`config.mk`:
```
export PLATFORM = sky130hd
export DESIGN_NAME = uart_xcvr
export DESIGN_NICKNAME = d
export VERILOG_FILES = /design/src/rtl/uart_xcvr_pkg.sv /design/src/rtl/uart_sync.sv /design/src/rtl/uart_tx.sv /design/src/rtl/uart_rx.sv /design/src/rtl/uart_xcvr.sv
export SDC_FILE = /design/constraint.sdc
export NUM_CORES = 1
export LEC_CHECK = 0
export BUFFER_PORTS_ARGS = -buffer_cell sky130_fd_sc_hd__buf_2
export CAP_MARGIN = 20
export CORE_MARGIN = 3
export CORE_UTILIZATION = 54
export CTS_BUF_LIST = sky130_fd_sc_hd__clkbuf_8
export CTS_CLUSTER_SIZE = 16
export DETAILED_ROUTE_END_ITERATION = 10
export PLACE_DENSITY = 0.78
export SLEW_MARGIN = 20
export SYNTH_ARGS = -nofsm -noshare
export SYNTH_HDL_FRONTEND = slang
export SYNTH_SLANG_ARGS = --single-unit
```
`constraint.sdc`:
```
create_clock -name clk -period 2.1 [get_ports clk]
set_input_delay 0.315 -clock clk [delete_from_list [all_inputs] [get_ports clk]]
set_output_delay 0.315 -clock clk [all_outputs]
set_load 0.05 [all_outputs]
```
`src/rtl/uart_xcvr_pkg.sv`:
```
package uart_xcvr_pkg;

    localparam int ERR_W = 3;

    localparam logic [2:0] PAR_NONE  = 3'd0;
    localparam logic [2:0] PAR_MARK  = 3'd1;
    localparam logic [2:0] PAR_SPACE = 3'd2;
    localparam logic [2:0] PAR_EVEN  = 3'd3;
    localparam logic [2:0] PAR_ODD   = 3'd4;

    typedef enum logic [2:0] {
        FR_IDLE,
        FR_START,
        FR_DATA,
        FR_PAR,
        FR_STOP
    } frame_st_e;

    typedef struct packed {
        logic ovr;
        logic par;
        logic frm;
    } rx_err_t;

    function automatic logic par_enabled(input logic [2:0] sel);
        return (sel == PAR_MARK) || (sel == PAR_SPACE) ||
               (sel == PAR_EVEN) || (sel == PAR_ODD);
    endfunction

    // odd_ones: reduction XOR of the data byte
    function automatic logic par_expected(input logic [2:0] sel, input logic odd_ones);
        case (sel)
            PAR_MARK:  return 1'b1;
            PAR_SPACE: return 1'b0;
            PAR_EVEN:  return odd_ones;
            PAR_ODD:   return ~odd_ones;
            default:   return 1'b0;
        endcase
    endfunction

endpackage

```
`src/rtl/uart_sync.sv`:
```
module uart_sync #(
    parameter int STAGES = 2
) (
    input  logic clk,
    input  logic rst_n,
    input  logic din,
    output logic dout
);
    logic [STAGES-1:0] chain_q;

    generate
        if (STAGES == 1) begin : g_single
            always_ff @(posedge clk or negedge rst_n) begin
                if (!rst_n) chain_q <= 1'b1;
                else        chain_q <= din;
            end
        end else begin : g_multi
            always_ff @(posedge clk or negedge rst_n) begin
                if (!rst_n) chain_q <= '1;
                else        chain_q <= {chain_q[STAGES-2:0], din};
            end
        end
    endgenerate

    assign dout = chain_q[STAGES-1];
endmodule

```
`src/rtl/uart_tx.sv`:
```
module uart_tx
    import uart_xcvr_pkg::*;
#(
    parameter int DATA_W = 8,
    parameter int DIV_W  = 5
) (
    input  logic              clk,
    input  logic              rst_n,
    input  logic [DIV_W-1:0]  div,
    input  logic [2:0]        parity_sel,
    input  logic [DATA_W-1:0] tx_data,
    input  logic              tx_ack,
    output logic              tx_rdy,
    output logic              txd
);
    localparam int IDX_W = (DATA_W > 1) ? $clog2(DATA_W) : 1;
    localparam logic [IDX_W-1:0] LAST_IDX = IDX_W'(DATA_W - 1);

    typedef struct packed {
        frame_st_e         st;
        logic [DIV_W-1:0]  cnt;
        logic [IDX_W-1:0]  idx;
        logic [DATA_W-1:0] sh;
        logic              pbit;
        logic              line;
    } tx_state_t;

    tx_state_t s_d, s_q;
    logic      tick;

    always_comb begin
        s_d  = s_q;
        tick = (s_q.cnt == '0);
        if (s_q.st != FR_IDLE) begin
            s_d.cnt = tick ? (div - 1'b1) : (s_q.cnt - 1'b1);
        end
        case (s_q.st)
            FR_IDLE: begin
                if (tx_ack) begin
                    s_d.st   = FR_START;
                    s_d.line = 1'b0;
                    s_d.cnt  = div - 1'b1;
                    s_d.sh   = tx_data;
                    s_d.idx  = '0;
                    s_d.pbit = par_expected(parity_sel, ^tx_data);
                end
            end
            FR_START: begin
                if (tick) begin
                    s_d.st   = FR_DATA;
                    s_d.line = s_q.sh[0];
                end
            end
            FR_DATA: begin
                if (tick) begin
                    if (s_q.idx == LAST_IDX) begin
                        if (par_enabled(parity_sel)) begin
                            s_d.st   = FR_PAR;
                            s_d.line = s_q.pbit;
                        end else begin
                            s_d.st   = FR_STOP;
                            s_d.line = 1'b1;
                        end
                    end else begin
                        s_d.idx  = s_q.idx + 1'b1;
                        s_d.sh   = s_q.sh >> 1;
                        s_d.line = s_q.sh[1];
                    end
                end
            end
            FR_PAR: begin
                if (tick) begin
                    s_d.st   = FR_STOP;
                    s_d.line = 1'b1;
                end
            end
            FR_STOP: begin
                if (tick) begin
                    s_d.st  = FR_IDLE;
                    s_d.cnt = '0;
                end
            end
            default: s_d.st = FR_IDLE;
        endcase
    end

    always_ff @(posedge clk or negedge rst_n) begin
        if (!rst_n) begin
            s_q      <= '0;
            s_q.st   <= FR_IDLE;
            s_q.line <= 1'b1;
        end else begin
            s_q <= s_d;
        end
    end

    assign tx_rdy = (s_q.st == FR_IDLE);
    assign txd    = s_q.line;
endmodule

```
`src/rtl/uart_rx.sv`:
```
module uart_rx
    import uart_xcvr_pkg::*;
#(
    parameter int DATA_W = 8,
    parameter int DIV_W  = 5
) (
    input  logic              clk,
    input  logic              rst_n,
    input  logic [DIV_W-1:0]  div,
    input  logic [2:0]        parity_sel,
    input  logic              line,
    input  logic              rx_ack,
    output logic [DATA_W-1:0] rx_data,
    output rx_err_t           rx_err,
    output logic              rx_rdy
);
    localparam int IDX_W = (DATA_W > 1) ? $clog2(DATA_W) : 1;
    localparam logic [IDX_W-1:0] LAST_IDX = IDX_W'(DATA_W - 1);

    typedef struct packed {
        frame_st_e         st;
        logic [DIV_W-1:0]  cnt;
        logic [IDX_W-1:0]  idx;
        logic [DATA_W-1:0] sh;
        logic              prev;
        logic              perr;
        logic              ovr_pend;
        logic [DATA_W-1:0] data;
        rx_err_t           err;
        logic              rdy;
    } rx_state_t;

    rx_state_t s_d, s_q;
    logic      tick;

    always_comb begin
        s_d      = s_q;
        s_d.prev = line;
        tick     = (s_q.cnt == '0);
        if (s_q.st != FR_IDLE && !tick) begin
            s_d.cnt = s_q.cnt - 1'b1;
        end
        if (s_q.rdy && rx_ack) begin
            s_d.rdy = 1'b0;
        end
        case (s_q.st)
            FR_IDLE: begin
                if (s_q.prev && !line) begin
                    s_d.st  = FR_START;
                    s_d.cnt = (div >> 1) - 1'b1;
                end
            end
            FR_START: begin
                if (tick) begin
                    if (!line) begin
                        s_d.st   = FR_DATA;
                        s_d.cnt  = div - 1'b1;
                        s_d.idx  = '0;
                        s_d.perr = 1'b0;
                    end else begin
                        s_d.st = FR_IDLE;
                    end
                end
            end
            FR_DATA: begin
                if (tick) begin
                    s_d.sh  = {line, s_q.sh[DATA_W-1:1]};
                    s_d.cnt = div - 1'b1;
                    if (s_q.idx == LAST_IDX) begin
                        s_d.st = par_enabled(parity_sel) ? FR_PAR : FR_STOP;
                    end else begin
                        s_d.idx = s_q.idx + 1'b1;
                    end
                end
            end
            FR_PAR: begin
                if (tick) begin
                    s_d.perr = (line != par_expected(parity_sel, ^s_q.sh));
                    s_d.st   = FR_STOP;
                    s_d.cnt  = div - 1'b1;
                end
            end
            FR_STOP: begin
                if (tick) begin
                    s_d.st  = FR_IDLE;
                    s_d.cnt = '0;
                    if (s_q.rdy && !rx_ack) begin
                        s_d.ovr_pend = 1'b1;
                    end else begin
                        s_d.rdy      = 1'b1;
                        s_d.data     = s_q.sh;
                        s_d.err.ovr  = s_q.ovr_pend;
                        s_d.err.par  = s_q.perr;
                        s_d.err.frm  = !line;
                        s_d.ovr_pend = 1'b0;
                    end
                end
            end
            default: s_d.st = FR_IDLE;
        endcase
    end

    always_ff @(posedge clk or negedge rst_n) begin
        if (!rst_n) begin
            s_q      <= '0;
            s_q.st   <= FR_IDLE;
            s_q.prev <= 1'b1;
        end else begin
            s_q <= s_d;
        end
    end

    assign rx_data = s_q.data;
    assign rx_err  = s_q.err;
    assign rx_rdy  = s_q.rdy;
endmodule

```
`src/rtl/uart_xcvr.sv`:
```
module uart_xcvr
    import uart_xcvr_pkg::*;
#(
    parameter int CLK_HZ      = 50_000_000,
    parameter int BAUD        = 3_125_000,
    parameter int DIV_RESET   = CLK_HZ / BAUD,
    parameter int DIV_W       = $clog2(DIV_RESET + 1),
    parameter int DATA_W      = 8,
    parameter int SYNC_STAGES = 2
) (
    input  logic              clk,
    input  logic              rst_n,
    input  logic              div_we,
    input  logic [DIV_W-1:0]  div_wdata,
    output logic [DIV_W-1:0]  div_value,
    input  logic [2:0]        parity_sel,
    input  logic [DATA_W-1:0] tx_data,
    input  logic              tx_ack,
    output logic              tx_rdy,
    output logic              txd,
    input  logic              rxd,
    output logic [DATA_W-1:0] rx_data,
    output logic [ERR_W-1:0]  rx_err,
    output logic              rx_rdy,
    input  logic              rx_ack
);
    localparam logic [DIV_W-1:0] DIV_INIT = DIV_W'(DIV_RESET);

    logic [DIV_W-1:0] div_d, div_q;
    logic             rx_line;
    rx_err_t          rx_err_s;

    always_comb begin
        div_d = div_q;
        if (div_we) div_d = div_wdata;
    end

    always_ff @(posedge clk or negedge rst_n) begin
        if (!rst_n) div_q <= DIV_INIT;
        else        div_q <= div_d;
    end

    assign div_value = div_q;

    uart_sync #(.STAGES(SYNC_STAGES)) u_sync (
        .clk  (clk),
        .rst_n(rst_n),
        .din  (rxd),
        .dout (rx_line)
    );

    uart_tx #(.DATA_W(DATA_W), .DIV_W(DIV_W)) u_tx (
        .clk       (clk),
        .rst_n     (rst_n),
        .div       (div_q),
        .parity_sel(parity_sel),
        .tx_data   (tx_data),
        .tx_ack    (tx_ack),
        .tx_rdy    (tx_rdy),
        .txd       (txd)
    );

    uart_rx #(.DATA_W(DATA_W), .DIV_W(DIV_W)) u_rx (
        .clk       (clk),
        .rst_n     (rst_n),
        .div       (div_q),
        .parity_sel(parity_sel),
        .line      (rx_line),
        .rx_ack    (rx_ack),
        .rx_data   (rx_data),
        .rx_err    (rx_err_s),
        .rx_rdy    (rx_rdy)
    );

    assign rx_err = rx_err_s;
endmodule

```
# [Word level (Yosys, flattened, before mapping)]
# Index checks and enable logic that the tools add are counted.
[totals] register_bits=62 in_bits=22 out_inout_bits=19 elab_cells=137
[classes] add_sub_neg=6 n_eq_ne=30 muxes=46 bitwise_logic=3 n_reduce_logical=32
[ops] operator="2-to-1 mux 8 bit" count=5
[ops] operator="2-to-1 mux 11 bit" count=3
[ops] operator="one-hot mux 3 bit (5 select lines)" count=2
[ops] operator="one-hot mux 5 bit (5 select lines)" count=1
[ops] operator="!= test 2 x 1 -> 1 bit (second input constant)" count=11
[ops] operator="one-hot mux 11 bit (2 select lines)" count=1
[ops] operator="2-to-1 mux 21 bit" count=1
[ops] operator="2-to-1 mux 3 bit" count=7
[ops] operator="2-to-1 mux 19 bit" count=1
[ops] operator="== test 3 x 2 -> 1 bit (second input constant)" count=6
[ops] operator="parity 8 bit" count=2
[ops] operator="== test 3 bit (second input constant)" count=5
[ops] operator="2-to-1 mux 1 bit" count=15
[ops] operator="2-to-1 mux 5 bit" count=3
[ops] operator="subtractor 5 x 1 -> 5 bit (second input constant)" count=3
[ops] operator="AND reduction 6 bit" count=2
[ops] operator="zero test 5 bit" count=2
[ops] operator="one-hot mux 5 bit (2 select lines)" count=1
[ops] operator="AND reduction 5 bit" count=2
[ops] operator="== test 3 x 1 -> 1 bit (second input constant)" count=3
[ops] operator="!= test 2 bit (second input constant)" count=4
[ops] operator="AND reduction 4 bit" count=2
[ops] operator="adder 3 x 1 -> 3 bit (second input constant)" count=2
[ops] operator="zero test 3 bit" count=2
[ops] operator="other kinds (16)" count=31

# [Depth between registers and ports, before layout]
# Gate-level depths: netlist of the first run.
[logic_depth] word_depth=8 ltp_mapped=9 ltp_nobuf=8

# [Cells and area by module]
# From an unflattened synthesis of the first run, not the netlist that was laid out.
[hier_totals] cells_unflattened=351 hier_area_um2=3535.9
[by_module_without_submodules] module="uart_rx" n_inst=1 cells_each=175 area_per_inst_um2=1941.9 seq_area_each_um2=852.1
[by_module_without_submodules] module="uart_tx" n_inst=1 cells_each=164 area_per_inst_um2=1358.8 seq_area_each_um2=526.8
[by_module_without_submodules] module="uart_xcvr" n_inst=1 cells_each=10 area_per_inst_um2=182.7 seq_area_each_um2=126.4
[by_module_without_submodules] module="uart_sync" n_inst=1 cells_each=2 area_per_inst_um2=52.6 seq_area_each_um2=52.6

# [Least setup slack after synthesis of the first run]
# Ideal clock, no wire load.
[synth_path] path_kind="register to register" from="register u_tx.s_q[19] (netlist name)" to="register u_tx.s_q[17] (netlist name)" setup_ns=0.139 arrival_ns=2.157 required_time_ns=1.961 path_slack_ns=-0.196 path_stages_with_launch=7 n_path_buf=1 synth_period_minus_slack_ns=2.296 cell_sequence="dfrtp_1 -> or2_2 -> clkbuf_1 -> nor2_1 -> nand2_1 -> o311ai_0 -> o21ai_0"
[synth_rtl] item="from (decl)" line="uart_tx.sv:28" text="tx_state_t s_d, s_q;"

==> results.toml, run 1 <==
[outcome]
status = "finished, final reports clean"

[job]
max_cap_violations = 0

[clock_tree]
cts_max_level = 3
worstSkewPairLatency_ns = 0.34
numCtsBuffers = 9
cts.sinks = 62
cts_buffer_depth = 2
cts_root_buf = "clkbuf_8"
cts_tree = "done"
path_clk_slew_ns = 0.07

[cells_and_area]
fin_cells = 480
syn2layout_area_growth_pct = 18.8
antenna_cells = 0
multi_input_area_sq_um = 1670
finalNetCount = 431
n_fill_cell = 477
final_util_pct = 66.9
drive_above_1_share_pct = 30.1
seqCellArea_sq_um = 1560

[global_routing]
grt_max_degree = 63
first_global_vias = 2736
track_usage_pct = 21.4
antenna_found_initial = 0
overflow = 0
grt_pass1_wl_um = 12400

[die]
dieArea_sq_um = 7230
die_height_um = 85.1
initial_utilization_pct = 56.3
io_pins = 41
die_w_um = 85.1
fp.coreArea_sq_um = 5990
rows = 28

[logic_synthesis]
synth_cell_types = 50
syn-cell-area_sq_um = 3370
synth_top_cell_by_area = "dfrtp_1"
synth_most_common_cell = "dfrtp_1"
synthCells = 348
yosys_warnings = 0
syn_avg_cell_area_sq_um = 9.70
synth.area.top_cells = "dfrtp_1, mux2_2, nand2_1, xnor2_1, o21ai_0"
ys.flop_type = "dfrtp_1"
async_flop_share_pct = 100
synth_edf_count = 0
synth_nets = 379
ys_top_cells_by_count = "dfrtp_1, nand2_1, o21ai_0"
yosysTopAreaCellShare_pct = 42.3
yosysSeqAreaShare_pct = 46.2
ys_ff_latch = 62

[sta]
fmax_mhz = 493
slew_viol_final = 0
hold_viol = 0
skew_ns = 0.00840
maxSlewHeadroom_pct = 70.5
setup_viol_count_final = 0
tightestPinTransition_ns = 0.441
finalCritPeriodShare_pct = 96.7
holdWs_ns = 0.0698
period_minus_slack_ns = 2.03

[critical_path]
crit_start = "u_tx.s_q[13]$_DFF_PN0_"
max_stage_delay_ns = 0.61
cpMaxStageDelayCell = "or4b_2"
r2r_start = "u_tx.s_q[13]$_DFF_PN0_"
crit_path_start_kind = "flop"
cp_data_arrival_time_ns = 2.24
end_kind = "flop"
crit_type = "flop to flop"
crit_chain = "inv_1, ha_1, or4b_2, a21oi_1, nor2_1, or3_1"
crit_path_max_fanout = 5
required_ns = 2.32

[placement]
place_hpwl_um = 4980
gp_congestion = 0.943
dp_cells = 461
numPortBuffers = 40

[power]
leakage_nw = 1.92
power.density_nw_per_um2 = 1170
ir_drop_uv = 646

[hold_path]
hp-class = "primary input to flop"
holdCritStartpoint = "rxd"

[drt]
wl_per_cell_um = 15.0
vias = 2725
vias_per_cell = 5.68
drc = 0
firstDrtPassIters = 5
ant_nets = 0
wl_um = 7180
first_iter_violations = 141
## through the flow
stage          instance area, sq um  worst slack [ns]  power (W)  TNS (ns)
2_1_floorplan                  3380           -0.0348    0.00291    -0.278
3_3_place_gp                   3730            0.0616    0.00335         0
3_5_place_dp                   3730           0.00648    0.00342         0
4_1_cts                        3970            0.0214    0.00462         0
5_1_grt                        4010          -0.00337    0.00501  -0.00337
6_report                       4010            0.0702    0.00470         0
## layer usage
| metal | routed length (um) | GRT usage, % | vias up |
|---|---|---|---|
| li1 | - | - | 1327 |
| met1 | 3110 | 26.9 | 1301 |
| met2 | 3600 | 35.2 | 86 |
| met3 | 370 | 4.76 | 11 |
| met4 | 101 | 9.93 | 0 |
| met5 | 0 | 0 | - |
## what timing repair did
action	4_1_cts	5_1_grt
hold buffers	1	0
endpoints found under the setup margin	2	24
buffers inserted	0	2
pin swaps	1	4
resized for setup	2	9
endpoints found under the hold margin	37	0
cloned	0	0
## cell usage in the layout (no fill, tap or decap), drive strengths merged, types with 3 or more instances in the layout
master	n
buf	65
clkbuf	11
nand2	43
nand2b	9
dfrtp	57
and3	8
o22ai	5
dfstp	5
nor2	23
xnor2	17
o221ai	4
a21oi	22
mux2	20
nor3	9
ha	9
nor2b	3
o21ai	29
xor2	6
nand3	7
inv	12
## cells by family (layout without fill, tap and decap cells)
group,count (synthesis),after routing,share of synthesized area [%]
simple gates,117,117,17.7
buf+inv,36,93,5.30
mux,21,21,6.97
xor+xnor,23,23,5.97
fa+ha+maj,9,9,3.34
compound gates,80,80,14.5
flops,62,62,46.2
## registers in the layout, summed over array words and instances (netlist names)
| register | flops |
|---|---|
| u_rx.s_q | 22 |
| u_tx.s_q | 20 |
| u_rx.rx_data | 8 |
| div_value | 5 |
| u_rx.rx_err | 3 |
| u_sync.chain_q | 2 |
| u_rx.rx_rdy | 1 |
| u_tx.txd | 1 |
## worst max-delay path: cells and delay by family (launching register included)
kind,cells,cell delay [ns]
DFF,1,0.44
AOI/OAI and AO/OA,1,0.17
buffers and inverters,1,0.07
adders and majority gates,1,0.19
and+or+nand+nor,3,1.03
## final cells by class
cell class                 count  share of cell area, %
inverter                      11                   1.03
clock buffer                  11                   3.78
tap                           75                   2.34
clock inverter                 5                   1.84
multi-input combinational    250                   41.6
timing repair buffer          66                   10.5
sequential                    62                   38.9
## power by group
| part | switching (W) | leakage [nW] | internal [W] |
|---|---|---|---|
| registers | 0.000267 | 0.802 | 0.00147 |
| logic | 0.00101 | 0.997 | 0.000775 |
| clock network | 0.000451 | 0.121 | 0.000725 |
| total | 0.00173 | 1.92 | 0.00297 |
## final timing paths
path,end,slack (ns),depth (start not counted)
worst max-delay path,u_tx.s_q[15]$_DFF_PN0_,0.07,6
max in group asynchronous,u_tx.txd$_DFFE_PN1P_,1.28,3
worst min-delay path,u_sync.chain_q[0]$_DFF_PN1_,0.07,1
min in group asynchronous,u_rx.s_q[25]$_DFFE_PN0P_,0.51,3
worst max register to register,u_tx.s_q[15]$_DFF_PN0_,0.07,6
worst min register to register,u_sync.chain_q[1]$_DFF_PN1_,0.36,0
Note: power is estimated with default switching activity, not from simulation.
==> run 2, diff against run 1 <==
--- a/config.mk
+++ b/config.mk
@@ -8,12 +8,14 @@
 export BUFFER_PORTS_ARGS = -buffer_cell sky130_fd_sc_hd__buf_2
 export CAP_MARGIN = 20
 export CORE_MARGIN = 3
-export CORE_UTILIZATION = 54
+export CORE_UTILIZATION = 55
 export CTS_BUF_LIST = sky130_fd_sc_hd__clkbuf_8
 export CTS_CLUSTER_SIZE = 16
 export DETAILED_ROUTE_END_ITERATION = 10
-export PLACE_DENSITY = 0.78
+export PLACE_DENSITY = 0.79
+export RECOVER_POWER = 25
 export SLEW_MARGIN = 20
 export SYNTH_ARGS = -nofsm -noshare
 export SYNTH_HDL_FRONTEND = slang
+export SYNTH_HIERARCHICAL = 1
 export SYNTH_SLANG_ARGS = --single-unit
==> run 2 against run 1 <==
  * Combinational power grew 8%
  * Clock-buffer cell count decreased by 1
  * Sequential power rose by 5%
  * Clock power is 14% lower
  * Global-route usage fell by 0.94 points
  * Synthesized cell count grew 0.86%
  * Cell count shrank 1.5%
  * Hold slack about the same
  * Die area is 2.7% higher
  * Sequential cell count unchanged
  * Fmax down 1.1%
  * Largest power group unchanged
  * Highest routed layer unchanged
==> results.toml, run 2 <==
[drt]
vias_per_cell = 5.71
first_iter_violations = 168
vias = 2703
ant_nets = 0
wl_per_cell_um = 15.2
firstDrtPassIters = 4
drc = 0
wl_um = 7180

[power]
ir_drop_uv = 875
leakage_nw = 1.89
power.density_nw_per_um2 = 1180

[clock_tree]
numCtsBuffers = 9
cts_root_buf = "clkbuf_8"
cts_buffer_depth = 2
worstSkewPairLatency_ns = 0.34
cts_max_level = 3
cts.sinks = 62
path_clk_slew_ns = 0.07
cts_tree = "done"

[placement]
place_hpwl_um = 4940
dp_cells = 452
numPortBuffers = 40
gp_congestion = 0.842

[logic_synthesis]
synth_nets = 383
yosysTopAreaCellShare_pct = 40.3
ys_ff_latch = 62
synth_cell_types = 58
syn_avg_cell_area_sq_um = 10.1
synth.area.top_cells = "dfrtp_1, mux2_2, xnor2_1, dfstp_2, ha_1"
yosys_warnings = 6
synth_most_common_cell = "dfrtp_1"
yosysSeqAreaShare_pct = 44.1
ys.flop_type = "dfrtp_1"
synthCells = 351
async_flop_share_pct = 100
syn-cell-area_sq_um = 3540
synth_edf_count = 0
ys_top_cells_by_count = "dfrtp_1, nand2_1, nor2_1"
synth_top_cell_by_area = "dfrtp_1"

[global_routing]
overflow = 0
track_usage_pct = 20.5
grt_pass1_wl_um = 12200
met1_usage_pct = 25.5
first_global_vias = 2695
grt_max_degree = 63
grt_use_met2_pct = 33.4
grt_util_met3_pct = 6.37
busiest_layer = "met2"
antenna_found_initial = 0

[sta]
period_minus_slack_ns = 2.05
finalCritPeriodShare_pct = 97.7
fmax_mhz = 487
holdWs_ns = 0.0693
rsz0062_at_grt = "yes"
slew_viol_final = 0
tightestPinTransition_ns = 1.34
maxSlewHeadroom_pct = 10.5
skew_ns = 0.00868
setup_viol_count_final = 0
hold_viol = 0

[cells_and_area]
n_fill_cell = 485
finalNetCount = 426
final_common_cell = "dfrtp_1"
multi_input_area_sq_um = 1790
drive_above_1_share_pct = 28.9
top_register = "u_rx/s_q"
largest_register_ffs = 22
antenna_cells = 0
fin_cells = 473
syn2layout_area_growth_pct = 13.9
final_cell_mix = "dfrtp_1, buf_2, nand2_1"
seqCellArea_sq_um = 1560

[critical_path]
crit_path_start_kind = "flop"
cp_data_arrival_time_ns = 2.31
end_kind = "flop"
crit_buf_inv = 1
crit_type = "flop to flop"
required_ns = 2.36
cpMaxStageDelayCell = "or4_4"
max_stage_delay_ns = 0.60
crit_path_max_fanout = 5
crit_chain = "inv_2, ha_4, or4b_4, or4_4, a21oi_2, mux2i_1, o221ai_1"
crit_family = "simple AND/OR/NAND/NOR gates"

[job]
max_cap_violations = 0

[die]
fp.coreArea_sq_um = 6060
rows = 28
dieArea_sq_um = 7430
die_height_um = 86.2
die_w_um = 86.2
io_pins = 41
initial_utilization_pct = 58.3

[hold_path]
hp-class = "primary input to flop"

[outcome]
status = "finished, final reports clean"
==> run 2: metrics by stage <==
stage	util, %	TNS (ns)	area [sq um]	setup WS, ns	total power, W
2_1_floorplan	-	0	3540	0.0969	0.00315
3_3_place_gp	62.3	0	3770	0.107	0.00352
3_5_place_dp	62.3	0	3770	0.0252	0.00361
4_1_cts	65.6	0	3970	0.0226	0.00467
5_1_grt	66.4	-0.0252	4030	-0.0252	0.00510
6_report	66.4	0	4030	0.0473	0.00476
==> run 2: per-layer routing <==
metal	vias up	routed length, um
li1	1325	-
met1	1310	3180
met2	58	3650
met3	10	281
met4	0	67
met5	-	0
==> run 2: kinds of logic after synthesis <==
| logic type | after synthesis | synth area share (%) |
|---|---|---|
| multiplexers | 26 | 8.95 |
| XOR/XNOR | 27 | 6.69 |
| AND/OR/NAND/NOR | 106 | 16.1 |
| buffers and inverters | 40 | 6.62 |
| AO/OA/AOI/OAI | 80 | 14.0 |
| adder cells (fa/ha/maj) | 10 | 3.54 |
| flip-flops | 62 | 44.1 |
==> run 2: worst register-to-register path, cell delays in order (launching register included) <==
cell and delay [ns]:
dfrtp_1 0.39, inv_2 0.07, ha_4 0.13, or4b_4 0.51, or4_4 0.60, a21oi_2 0.13, mux2i_1 0.07, o221ai_1 0.07
==> run 2: worst paths after layout <==
path,startpoint,end,slack (ns),depth (start not counted)
setup / recovery,u_rx/s_q[27]$_DFF_PN0_,u_rx/s_q[13]$_DFFE_PN0P_,0.05,7
hold / removal,rxd,u_sync/chain_q[0]$_DFF_PN1_,0.07,1
setup reg to reg,u_rx/s_q[27]$_DFF_PN0_,u_rx/s_q[13]$_DFFE_PN0P_,0.05,7
hold reg to reg,u_sync/chain_q[0]$_DFF_PN1_,u_sync/chain_q[1]$_DFF_PN1_,0.37,0
max in group asynchronous,rst_n,u_rx/s_q[27]$_DFF_PN0_,0.38,3
min in group asynchronous,rst_n,u_rx/s_q[30]$_DFF_PN0_,0.90,3
==> run 2: final cells by class <==
type / instances / share of cell area, %
Clock buffer: 10 / 3.42
Clock inverter: 5 / 1.27
Inverter: 16 / 1.49
Multi-Input combinational cell: 250 / 44.4
Sequential cell: 62 / 38.7
Tap cell: 75 / 2.33
Timing Repair Buffer: 55 / 8.39
==> run 2: what timing repair did <==
item	CTS	global route
endpoints found under the setup margin	0	23
hold endpoints to repair	57	0
buffers inserted	0	4
resized for setup	0	8
hold buffers	1	0
==> run 2: where the power goes <==
part,internal [W],leakage [nW],total [W],switching (W)
clock,0.000565,0.0993,0.00101,0.000449
sequential,0.00149,0.804,0.00182,0.000335
combinational,0.000828,0.984,0.00193,0.00110
total,0.00288,1.89,0.00476,0.00189
